$ cat src/rtl/bitcorr_pkg.sv
package bitcorr_pkg;
   typedef enum logic {
      POP_LINEAR  = 1'b0,
      POP_GROUPED = 1'b1
   } pop_style_e;
endpackage

$ cat src/rtl/corr_window.sv
module corr_window #(
   parameter int unsigned N  = 5,
   parameter int unsigned FW = $clog2(N + 1)
) (
   input  logic         clk,
   input  logic         rst,
   input  logic         in_bit,
   input  logic         in_valid,
   output logic [N-1:0] win_next,
   output logic         full_next
);
   localparam logic [FW-1:0] FILL_MAX  = FW'(N);
   localparam logic [FW-1:0] FILL_LAST = FW'(N - 1);

   logic [N-1:0]  win_q;
   logic [FW-1:0] fill_q;

   always_comb begin
      win_next  = in_valid ? {win_q[N-2:0], in_bit} : win_q;
      full_next = in_valid && (fill_q >= FILL_LAST);
   end

   always_ff @(posedge clk) begin
      if (rst) begin
         win_q  <= '0;
         fill_q <= '0;
      end else if (in_valid) begin
         win_q <= win_next;
         if (fill_q != FILL_MAX)
            fill_q <= fill_q + 1'b1;
      end
   end


   win_hold_chk: assert property (@(posedge clk) disable iff (rst)
      !in_valid |=> $stable(win_q));


   fill_bound_chk: assert property (@(posedge clk) disable iff (rst)
      fill_q <= FILL_MAX);
endmodule

$ cat src/rtl/corr_agree.sv
module corr_agree #(
   parameter int unsigned            N         = 5,
   parameter int unsigned            CW        = $clog2(N + 1),
   parameter bitcorr_pkg::pop_style_e POP_STYLE = bitcorr_pkg::POP_LINEAR
) (
   input  logic [N-1:0]  win,
   input  logic [N-1:0]  target,
   output logic [CW-1:0] agree_cnt
);
   logic [N-1:0] agree;

   // XOR gives 1 on a disagreement; invert to mark agreeing positions
   assign agree = ~(win ^ target);

   generate
      if (POP_STYLE == bitcorr_pkg::POP_LINEAR) begin : g_linear
         always_comb begin
            agree_cnt = '0;
            for (int i = 0; i < N; i++)
               agree_cnt = agree_cnt + CW'(agree[i]);
         end
      end else begin : g_grouped
         localparam int unsigned GRP = 4;
         localparam int unsigned NG  = (N + GRP - 1) / GRP;
         logic [NG*GRP-1:0] agree_pad;
         logic [2:0]        grp_cnt [NG];

         // padding bits are zero, so they add nothing to any group
         assign agree_pad = (NG*GRP)'(agree);

         for (genvar g = 0; g < NG; g++) begin : g_grp
            always_comb begin
               grp_cnt[g] = '0;
               for (int i = 0; i < GRP; i++)
                  grp_cnt[g] = grp_cnt[g] + 3'(agree_pad[g*GRP + i]);
            end
         end

         always_comb begin
            agree_cnt = '0;
            for (int g = 0; g < NG; g++)
               agree_cnt = agree_cnt + CW'(grp_cnt[g]);
         end
      end
   endgenerate
endmodule

$ cat src/rtl/bit_correlator.sv
module bit_correlator #(
   parameter int unsigned             N         = 5,
   parameter bitcorr_pkg::pop_style_e POP_STYLE = bitcorr_pkg::POP_LINEAR,
   localparam int unsigned            CW        = $clog2(N + 1)
) (
   input  logic                 clk,
   input  logic                 rst,
   input  logic                 in_bit,
   input  logic                 in_valid,
   input  logic [N-1:0]         target,
   input  logic [CW-1:0]        threshold,
   output logic                 out_valid,
   output logic [CW-1:0]        match_count,
   output logic signed [CW:0]   corr_value,
   output logic                 match_hit,
   output logic                 inv_hit
);
   generate
      if (N < 2) begin : g_bad_n
         $error("bit_correlator: N must be at least 2");
      end
   endgenerate

   logic [N-1:0]  win_next;
   logic          full_next;
   logic [CW-1:0] agree_cnt;
   logic [CW:0]   twice_cnt;
   logic [CW:0]   corr_next;
   logic [CW:0]   flag_sum;
   logic          hit_m_next;
   logic          hit_i_next;

   corr_window #(.N(N), .FW(CW)) u_window (
      .clk       (clk),
      .rst       (rst),
      .in_bit    (in_bit),
      .in_valid  (in_valid),
      .win_next  (win_next),
      .full_next (full_next)
   );

   corr_agree #(.N(N), .CW(CW), .POP_STYLE(POP_STYLE)) u_agree (
      .win       (win_next),
      .target    (target),
      .agree_cnt (agree_cnt)
   );

   always_comb begin
      twice_cnt  = {agree_cnt, 1'b0};
      corr_next  = twice_cnt - (CW+1)'(N);
      flag_sum   = {1'b0, agree_cnt} + {1'b0, threshold};
      hit_m_next = agree_cnt >= threshold;
      hit_i_next = flag_sum <= (CW+1)'(N);
   end

   always_ff @(posedge clk) begin
      if (rst) begin
         out_valid   <= 1'b0;
         match_count <= '0;
         corr_value  <= '0;
         match_hit   <= 1'b0;
         inv_hit     <= 1'b0;
      end else begin
         out_valid <= full_next;
         if (full_next) begin
            match_count <= agree_cnt;
            corr_value  <= corr_next;
            match_hit   <= hit_m_next;
            inv_hit     <= hit_i_next;
         end
      end
   end


   valid_follows_accept_chk: assert property (@(posedge clk) disable iff (rst)
      out_valid |-> $past(in_valid));


   result_hold_chk: assert property (@(posedge clk) disable iff (rst)
      !out_valid |-> ($stable(match_count) && $stable(corr_value)));


   corr_sign_chk: assert property (@(posedge clk) disable iff (rst)
      out_valid |-> ((corr_value < 0) == ((2 * match_count) < N)));


   count_bound_chk: assert property (@(posedge clk) disable iff (rst)
      out_valid |-> (match_count <= N));
endmodule

$ cat config.mk
export PLATFORM = sky130hd
export DESIGN_NAME = bit_correlator
export DESIGN_NICKNAME = d
export VERILOG_FILES = /design/src/rtl/bitcorr_pkg.sv /design/src/rtl/corr_window.sv /design/src/rtl/corr_agree.sv /design/src/rtl/bit_correlator.sv
export SDC_FILE = /design/constraint.sdc
export NUM_CORES = 1
export LEC_CHECK = 0
export ABC_AREA = 1
export BUFFER_PORTS_ARGS = -buffer_cell sky130_fd_sc_hd__buf_2
export CORE_MARGIN = 2
export CORE_UTILIZATION = 52
export CTS_BUF_LIST = sky130_fd_sc_hd__clkbuf_16
export CTS_CLUSTER_DIAMETER = 200
export DETAILED_ROUTE_END_ITERATION = 10
export PLACE_DENSITY = 0.77
export SLEW_MARGIN = 20
export SYNTH_ARGS = -nofsm -noshare
export SYNTH_HDL_FRONTEND = slang
export SYNTH_SLANG_ARGS = --single-unit
export TNS_END_PERCENT = 100
$ cat constraint.sdc
create_clock -name clk -period 4.3 [get_ports clk]
set_input_delay 0 -clock clk [delete_from_list [all_inputs] [get_ports clk]]
set_output_delay 0 -clock clk [all_outputs]
set_load 0.01 [all_outputs]
After elaboration in Yosys (flattened, before gate mapping)
Cells that the tools add are included.
{ "word_totals": {"mem_bits_rw": 0, "mem_bits_ro": 0, "latch_bits": 0, "wordCells": 23, "n_memories": 0, "in_bits": 12, "register_bits": 18} }
{ "classes": {"n_bitwise": 2, "n_div": 0, "order_cmp": 3, "n_addsub": 7, "n_eq_ne": 1, "n_reduce_logical": 2, "multipliers": 0, "mux": 1, "n_shift": 0} }
{ "op_table": {"columns": ["operator", "count"], "rows": [
  ["$add 3x1->3", 3],
  ["$mux 5", 1],
  ["$not 5->5", 1],
  ["$xor 5x5->5", 1],
  ["$add 3x3->4", 1],
  ["$le 4x3->1 const B", 1],
  ["$sub 4x3->4 const B", 1],
  ["$add 3x1->3 const B", 1],
  ["$ge 3x3->1", 1],
  ["$ge 3x3->1 const B", 1],
  ["$ne 3x3->1 const B", 1],
  ["$add 1x1->2", 1],
  ["$reduce_and 2->1", 1],
  ["$logic_and 1x1->1", 1]
]} }

Logic depth before layout (Yosys ltp)
Gate-level depths: netlist of run 1.
{ "logic_depth": {"ltp_word": 9, "depth_mapped": 17, "depth_no_buf": 17} }

By module
Synthesis of run 1 repeated with hierarchy kept, for this count alone.
{ "hier_totals": {"hier_cells": 148, "hier_area_um2": 1066.0} }
{ "modules_own_cells": {"columns": ["module", "area_each_um2", "cells_each", "seq_area_each_um2", "n_inst"], "rows": [
  ["bit_correlator", 535.5, 67, 200.2, 1],
  ["corr_window", 384.1, 53, 160.2, 1],
  ["corr_agree", 146.4, 28, 0.0, 1]
]} }

Worst setup path after synthesis of run 1
Ideal clock, no wire load.
{ "synth_timing": {"path_type": "register to register", "from": "reg u_window.win_q[0]", "to": "reg inv_hit", "required_time_ns": 4.234, "setup_slack_ns": 1.129, "setup_ns": 0.066, "arrival_ns": 3.105, "stages_incl_launch_ff": 16, "cell_sequence": "dfxtp_1 -> or2_1 -> o21ai_2 -> xor2_1 -> ha_1 -> inv_1 -> fa_1 -> inv_1 -> ha_1 -> fa_1 -> inv_1 -> fa_1 -> inv_1 -> nand3_1 -> nand3_1 -> a21oi_2"} }
{ "synth_between": {"elab_chain_cells": 9} }
{ "synth_lines": {"columns": ["item", "line_no", "source"], "rows": [
  ["start: declaration", "corr_window.sv:15", "logic [N-1:0] win_q;"],
  ["start signal: assignment", "corr_window.sv:28", "win_q <= win_next;"],
  ["$mux 5", "corr_window.sv:19", "win_next = in_valid ? {win_q[N-2:0], in_bit} : win_q;"],
  ["$xor 5x5->5", "corr_agree.sv:13", "assign agree = ~(win ^ target);"],
  ["$not 5->5", "corr_agree.sv:13", null],
  ["$add 1x1->2", "corr_agree.sv:20", "agree_cnt = agree_cnt + CW'(agree[i]);"],
  ["$add 3x1->3 (3 in a row)", "corr_agree.sv:20", null],
  ["via agree_cnt[1]", "bit_correlator.sv:26", "logic [CW-1:0] agree_cnt;"],
  ["$add 3x3->4", "bit_correlator.sv:51", "flag_sum = {1'b0, agree_cnt} + {1'b0, threshold};"],
  ["$le 4x3->1", "bit_correlator.sv:53", "hit_i_next = flag_sum <= (CW+1)'(N);"],
  ["end signal: assignment", "bit_correlator.sv:69", "inv_hit <= hit_i_next;"],
  ["end: declaration", "bit_correlator.sv:16", "output logic inv_hit"]
]} }
The timed path passes the listed nets, and every way through them passes these cells.
A chain may end at the register's enable or synchronous reset.

Worst setup path after layout of run 1
Same ends and word-level chain as after synthesis.

==> results of run 1 <==
-- worst reg2reg max path, cell delays in order (launching register included) --
cell	delay, ps
dfxtp_1	310
or2_1	210
o21ai_2	80
xor2_1	90
ha_1	270
inv_1	50
fa_1	520
inv_1	40
ha_1	190
fa_1	560
inv_1	100
fa_1	500
inv_1	40
nand3_1	70
nand3_1	90
a21oi_2	110
-- area by class of cell --
class                   instances  area share (%)
multi-input cells              78            46.1
inverters                      22            7.09
well taps                      27            2.74
clock inverters                 1           0.304
repair buffers                 21            8.51
flip-flops and latches         18            29.2
clock buffers                   3            6.08
-- flip-flops by register name, summed over array words and instances, names as in the netlist --
register and flops:
u_window.win_q 5, corr_value 4, inv_hit 1, match_hit 1, out_valid 1, match_count 3, u_window.fill_q 3
-- where the power goes --
| part | switching [mW] | internal [mW] | total [mW] |
|---|---|---|---|
| clock network | 0.0610 | 0.124 | 0.184 |
| logic | 0.121 | 0.0850 | 0.206 |
| registers | 0.00416 | 0.174 | 0.178 |
-- path summary, 6_finish.rpt --
path | startpoint | to | slack (ps) | depth (start not counted)
worst max-delay path | u_window.win_q[0] | inv_hit | 1020 | 15
worst min-delay path | in_bit | u_window.win_q[0] | 10 | 3
worst max register to register | u_window.win_q[0] | inv_hit | 1020 | 15
worst min register to register | corr_value[0] | corr_value[0] | 460 | 2
-- stage by stage --
| stage | area [sq um] | worst slack [ps] | hold WS (ps) | utilization, % |
|---|---|---|---|---|
| final | 1230 | 1020 | 14.8 | 64.3 |
| after global routing | 1230 | 795 | 48.2 | 64.3 |
| after CTS | 1230 | 986 | 21.8 | 64.3 |
| after detailed placement | 1160 | 995 | 277 | 60.2 |
| after global placement | 1160 | 1080 | 272 | 60.2 |
| after floorplan | 1030 | 1130 | 153 | - |
-- placed cells by master, fill, tap and decap left out, drive strengths merged --
| master | instances |
|---|---|
| buf | 21 |
| inv | 21 |
| dfxtp | 18 |
| nor2 | 16 |
| o21ai | 14 |
| nand2 | 12 |
| ha | 11 |
| a21oi | 9 |
| xor2 | 4 |
| nand3 | 3 |
| fa | 3 |
| clkbuf | 3 |
| or2 | 3 |
| xnor2 | 2 |
| clkinv | 2 |
| o21bai | 1 |
-- Yosys cell counts (all sizes together) --
master,number,share of area (%)
xnor2,2,1.7
o21ai,14,9.3
dfxtp,18,35
nand2,12,4.8
xor2,4,3.4
o21bai,1,0.73
nor2,16,5.8
inv,21,7.6
or2,3,1.8
buf,2,1.6
fa,3,5.8
nand3,3,1.5
clkinv,1,0.85
a21oi,9,6.9
ha,11,13
-- metal layers --
layer / up-vias / part of all wire, % / routed length, um / GRT usage [%]
met5: - / 0 / 0 / 0
met4: 0 / 1.2 / 21 / 7.14
met3: 3 / 4.5 / 78 / 2.47
met1: 367 / 44 / 759 / 17.3
li1: 419 / - / - / -
met2: 20 / 50 / 876 / 30.8
-- kinds of logic after synthesis --
logic type      count (synthesis)  share of synthesized area, %
simple gates                   34                          13.9
xor+xnor                        6                          5.08
buf+inv                        24                          10.0
compound gates                 24                          16.9
fa+ha+maj                      14                          19.1
flops                          18                          34.9
==> results.md, run 1 <==
- Distinct cells, synth: 23
- Core Region: 1920 sq um
- Max-cap check violation count: 0
- Grt total ovfl: 0
- Slew @ Worst Pin: 287 ps
- Crit share post-route: 76.4%
- Pwr per Cell Area: 460 nW/um^2
- Worst clock skew: 1.57 ps
- Status: finished, final reports clean
- Drt first pass iters: 4
- Yosys reg bits: 18
- Clock buffer depth: 2
- Clock Sinks: 18
- Synth warnings: 0
- Setup_tns: 0 ps
- Hpwl dp: 1400 um
- Slew Limit Fails: 0
- Critical Path Fanout Max: 4
- First-pass GRT wire length: 3000 um
- TritonCTS clock tree: yes
- Crit end category: flop
- Post-synth net total: 146
- Vias in the first global route: 765
- Static leakage: 0.623 nW
- Fill cell count: 173
- Number of CTS-inserted buffers: 3
- Gr usage total: 16.1%
- CP Launch Type: flop
- Final Wtd Congestion: 0.761
- Die area: 2360 sq um
- Max Clock Freq: 305 MHz
- Antenna Diode Count: 0
- Routed Antenna Nets: 0
- Worst-Skew Late Latency: 250 ps
- Vias per std cell: 4.76
- Width of the die: 48.6 um
- Gates resized, CTS repair: 0
- Synth Area per Inst: 8.61 sq um
- # IOs: 22
- Final Hold Fails: 0
- Placed cell count: 166
- CP bufs+invs: 4
- P&R area growth vs syn: 19.5%
- Netlist Area Pre-Place: 1030 sq um
- Per-cell routed wire length: 10.2 um
- CP max stage delay: 560 ps
- Chip height: 48.6 um
- Non-Filler Instances: 170
- Final Setup Violations: 0
- CP required: 4490 ps
- Unrepaired setup endpoints after global routing: false
- Sequential cell area: 360 sq um
- Port buffer count: 21
- Final min period: 3280 ps
- Final #Nets: 170
- Relative slew slack: 80.7%
- Cts hold-fix bufs: 0
- Largest net degree at the start of global routing: 12
- DRC viols: 0
- Initial Util: 53.8%
- Data arrival time of the worst path: 3470 ps
- Vias: 809
- Reg clk slew, reported paths: 50 ps
- Clk root buf: clkbuf_16
- CP top delay family: adder cells
- Seq/Total Area, Yosys: 34.9%
- Initial antenna violation count: 0
- CP max-delay cell: fa_1
- Iter 0 DRT Violations: 10
- Number of post-CTS setup repair buffers: 0
- Total power: 568 uW
- Crit path cell chain: or2_1 > o21ai_2 > xor2_1 > ha_1 > inv_1 > fa_1 > inv_1 > ha_1 > fa_1 > inv_1 > fa_1 > inv_1 > nand3_1 > nand3_1 > a21oi_2
- Synth Instances: 120
- Htree depth: 1
- Row count: 16
- Layout cells sized above 1: 29.4%
- WL final: 1740 um
- Multi-input logic area: 569 sq um
- Most frequent CP cell: inv_1
- Peak VDD IR: 0.268 mV
- CP Class: reg2reg
- Worst min-delay path category: in2reg
(Power assumes the default switching activity.)
==> run 2: changes to the inputs <==
--- a/config.mk
+++ b/config.mk
@@ -8,11 +8,11 @@
 export ABC_AREA = 1
 export BUFFER_PORTS_ARGS = -buffer_cell sky130_fd_sc_hd__buf_2
 export CORE_MARGIN = 2
-export CORE_UTILIZATION = 52
+export CORE_UTILIZATION = 47
 export CTS_BUF_LIST = sky130_fd_sc_hd__clkbuf_16
 export CTS_CLUSTER_DIAMETER = 200
 export DETAILED_ROUTE_END_ITERATION = 10
-export PLACE_DENSITY = 0.77
+export PLACE_DENSITY = 0.73
 export SLEW_MARGIN = 20
 export SYNTH_ARGS = -nofsm -noshare
 export SYNTH_HDL_FRONTEND = slang
==> constraint.sdc (replaced) <==
create_clock -name clk -period 2.9 [get_ports clk]
set_input_delay 0 -clock clk [delete_from_list [all_inputs] [get_ports clk]]
set_output_delay 0 -clock clk [all_outputs]
set_load 0.01 [all_outputs]
==> run 2 against run 1 <==
The run now ends with setup timing left. Final area rose by 18%. Register-to-register slack lost 1400 ps. Clock skew rose by 0.51 ps. Global-route usage rose by 7.3 points. Wire length rose by 35%. Clock power up 46%. First-iteration DRC count decreased by 50%. Largest cell class unchanged. Largest power group unchanged.
==> results.md, run 2 (synthesis results as in run 1) <==
- Antenna Diode Count: 0
- Biggest register: u_window.win_q
- Sequential cell area: 362 sq um
- Multi-input logic area: 594 sq um
- Pwr per Cell Area: 681 nW/um^2
- WL final: 2340 um
- Reg clk slew, reported paths: 50 ps
- Most frequent cells in the layout: buf_4 (26), buf_2 (21), dfxtp_1 (17)
- Initial Util: 51.1%
- Relative slew slack: 80.0%
- Final Util: 72.0%
- CP required: 3080 ps
- TritonCTS clock tree: yes
- Drt first pass iters: 4
- Status: complete, but fails checks
- Layout cells sized above 1: 46.2%
- Number of CTS-inserted buffers: 3
- Initial antenna violation count: 0
- Vias in the first global route: 1033
- First-pass GRT wire length: 4380 um
- CP Class: reg2reg
- Width of the die: 50.9 um
- Fin Hold WS: 69.8 ps
- CP Launch Type: flop
- Final Hold Fails: 0
- Commonest non-fill, non-tap cell in the layout: buf_4
- Gr usage total: 23.4%
- Unrepaired setup endpoints after global routing: true
- Worst min-delay path category: in2reg
- Fin area: 1460 sq um
- Slew @ Worst Pin: 297 ps
- Grt met2 use: 46.5%
- Die area: 2590 sq um
- Chip height: 50.9 um
- Crit end category: flop
- Final Wtd Congestion: 0.785
- Max-cap check violation count: 0
- Gr busiest metal: met2
- Violated checks: setup timing
- CP startpoint: u_window.win_q[0]
- GR met1 Demand/Resource: 22.9%
- Row count: 16
- Core Region: 2020 sq um
- DRC viols: 0
- Iter 0 DRT Violations: 5
- Clock Sinks: 18
- Slew Limit Fails: 0
- Final Setup Violations: 4
- Max reg flops: 5
- Vias: 915
- Fill cell count: 168
- Critical R2R Launch: u_window.win_q[0]
- Crit share post-route: 112%
- Peak VDD IR: 0.497 mV
- Largest net degree at the start of global routing: 12
- Area after DPL: 1230 sq um
- Largest regs: u_window.win_q x5, corr_value x4
- P&R area growth vs syn: 40.9%
- Non-Filler Instances: 196
- Placed cell count: 176
- Per-cell routed wire length: 11.9 um
- Hold path startpoint: rst
- Vias per std cell: 4.67
- Htree depth: 1
- Critical Path Fanout Max: 2
- Final min period: 3240 ps
- Clk root buf: clkbuf_16
- Worst-Skew Late Latency: 240 ps
- Final #Nets: 196
- Hpwl dp: 1590 um
- Static leakage: 0.747 nW
- Data arrival time of the worst path: 3430 ps
- Worst clock skew: 2.09 ps
- PnR worst setup slack: -344 ps
- Met3 Usage GRT: 4.09%
- Clock buffer depth: 2
- # IOs: 22
- Port buffer count: 21
- Max Clock Freq: 308 MHz
- Grt total ovfl: 0
- Routed Antenna Nets: 0
[run 2: cell count changes in the layout (fill, tap and decap cells not counted), moves of 2 or more]
cell | before | now
ha_2 | 0 | 2
inv_2 | 2 | 5
inv_1 | 19 | 16
ha_1 | 11 | 9
buf_4 | 0 | 26
nand3_2 | 0 | 2
nand3_1 | 3 | 1
[run 2: final cells by class]
cell class                      count  area share (%)
Multi-Input combinational cell     78            40.8
Timing Repair Buffer               47            20.6
Inverter                           22            6.01
Tap cell                           27            2.32
Clock inverter                      1           0.258
Sequential cell                    18            24.8
Clock buffer                        3            5.15
[run 2: timing repair]
item	4_1_cts	5_1_grt
hold buffers	0	0
pin swaps	9	5
endpoints found under the setup margin	4	5
gates resized for setup	3	4
setup buffers	20	1
[run 2: worst paths after layout]
| check | endpoint | slack (ps) | cells past startpoint |
|---|---|---|---|
| max | inv_hit | -340 | 15 |
| min | corr_value[0] | 70 | 2 |
| max reg2reg | inv_hit | -340 | 15 |
| min reg2reg | corr_value[0] | 460 | 2 |
[run 2: power breakdown]
group | switching [mW] | internal (mW) | total [mW]
Sequential | 0.00643 | 0.258 | 0.264
Combinational | 0.240 | 0.219 | 0.459
Clock | 0.0856 | 0.183 | 0.269
[run 2: metal layers]
layer,share of wire (%),wire (um)
met3,3.6,85
met4,1.2,28
met2,56,1320
met1,39,906
met5,0,0
[run 2: through the flow]
stage,TNS [ps],power (mW),setup slack (ps)
6_report,-696,0.991,-344
5_1_grt,-1400,1.08,-505
4_1_cts,-666,0.978,-274
3_5_place_dp,-563,0.645,-283
2_1_floorplan,-200,0.515,-200
3_3_place_gp,-341,0.619,-190
[run 2: worst max-delay path, stage by stage (launching register included)]
cell and delay, ps:
dfxtp_2 320, or2_1 250, o21ai_2 80, xor2_1 90
ha_1 300, inv_2 40, fa_1 470, inv_1 40
ha_2 180, fa_1 530, inv_2 50, fa_2 530
inv_2 40, nand3_2 60, nand3_2 70, a21oi_2 100
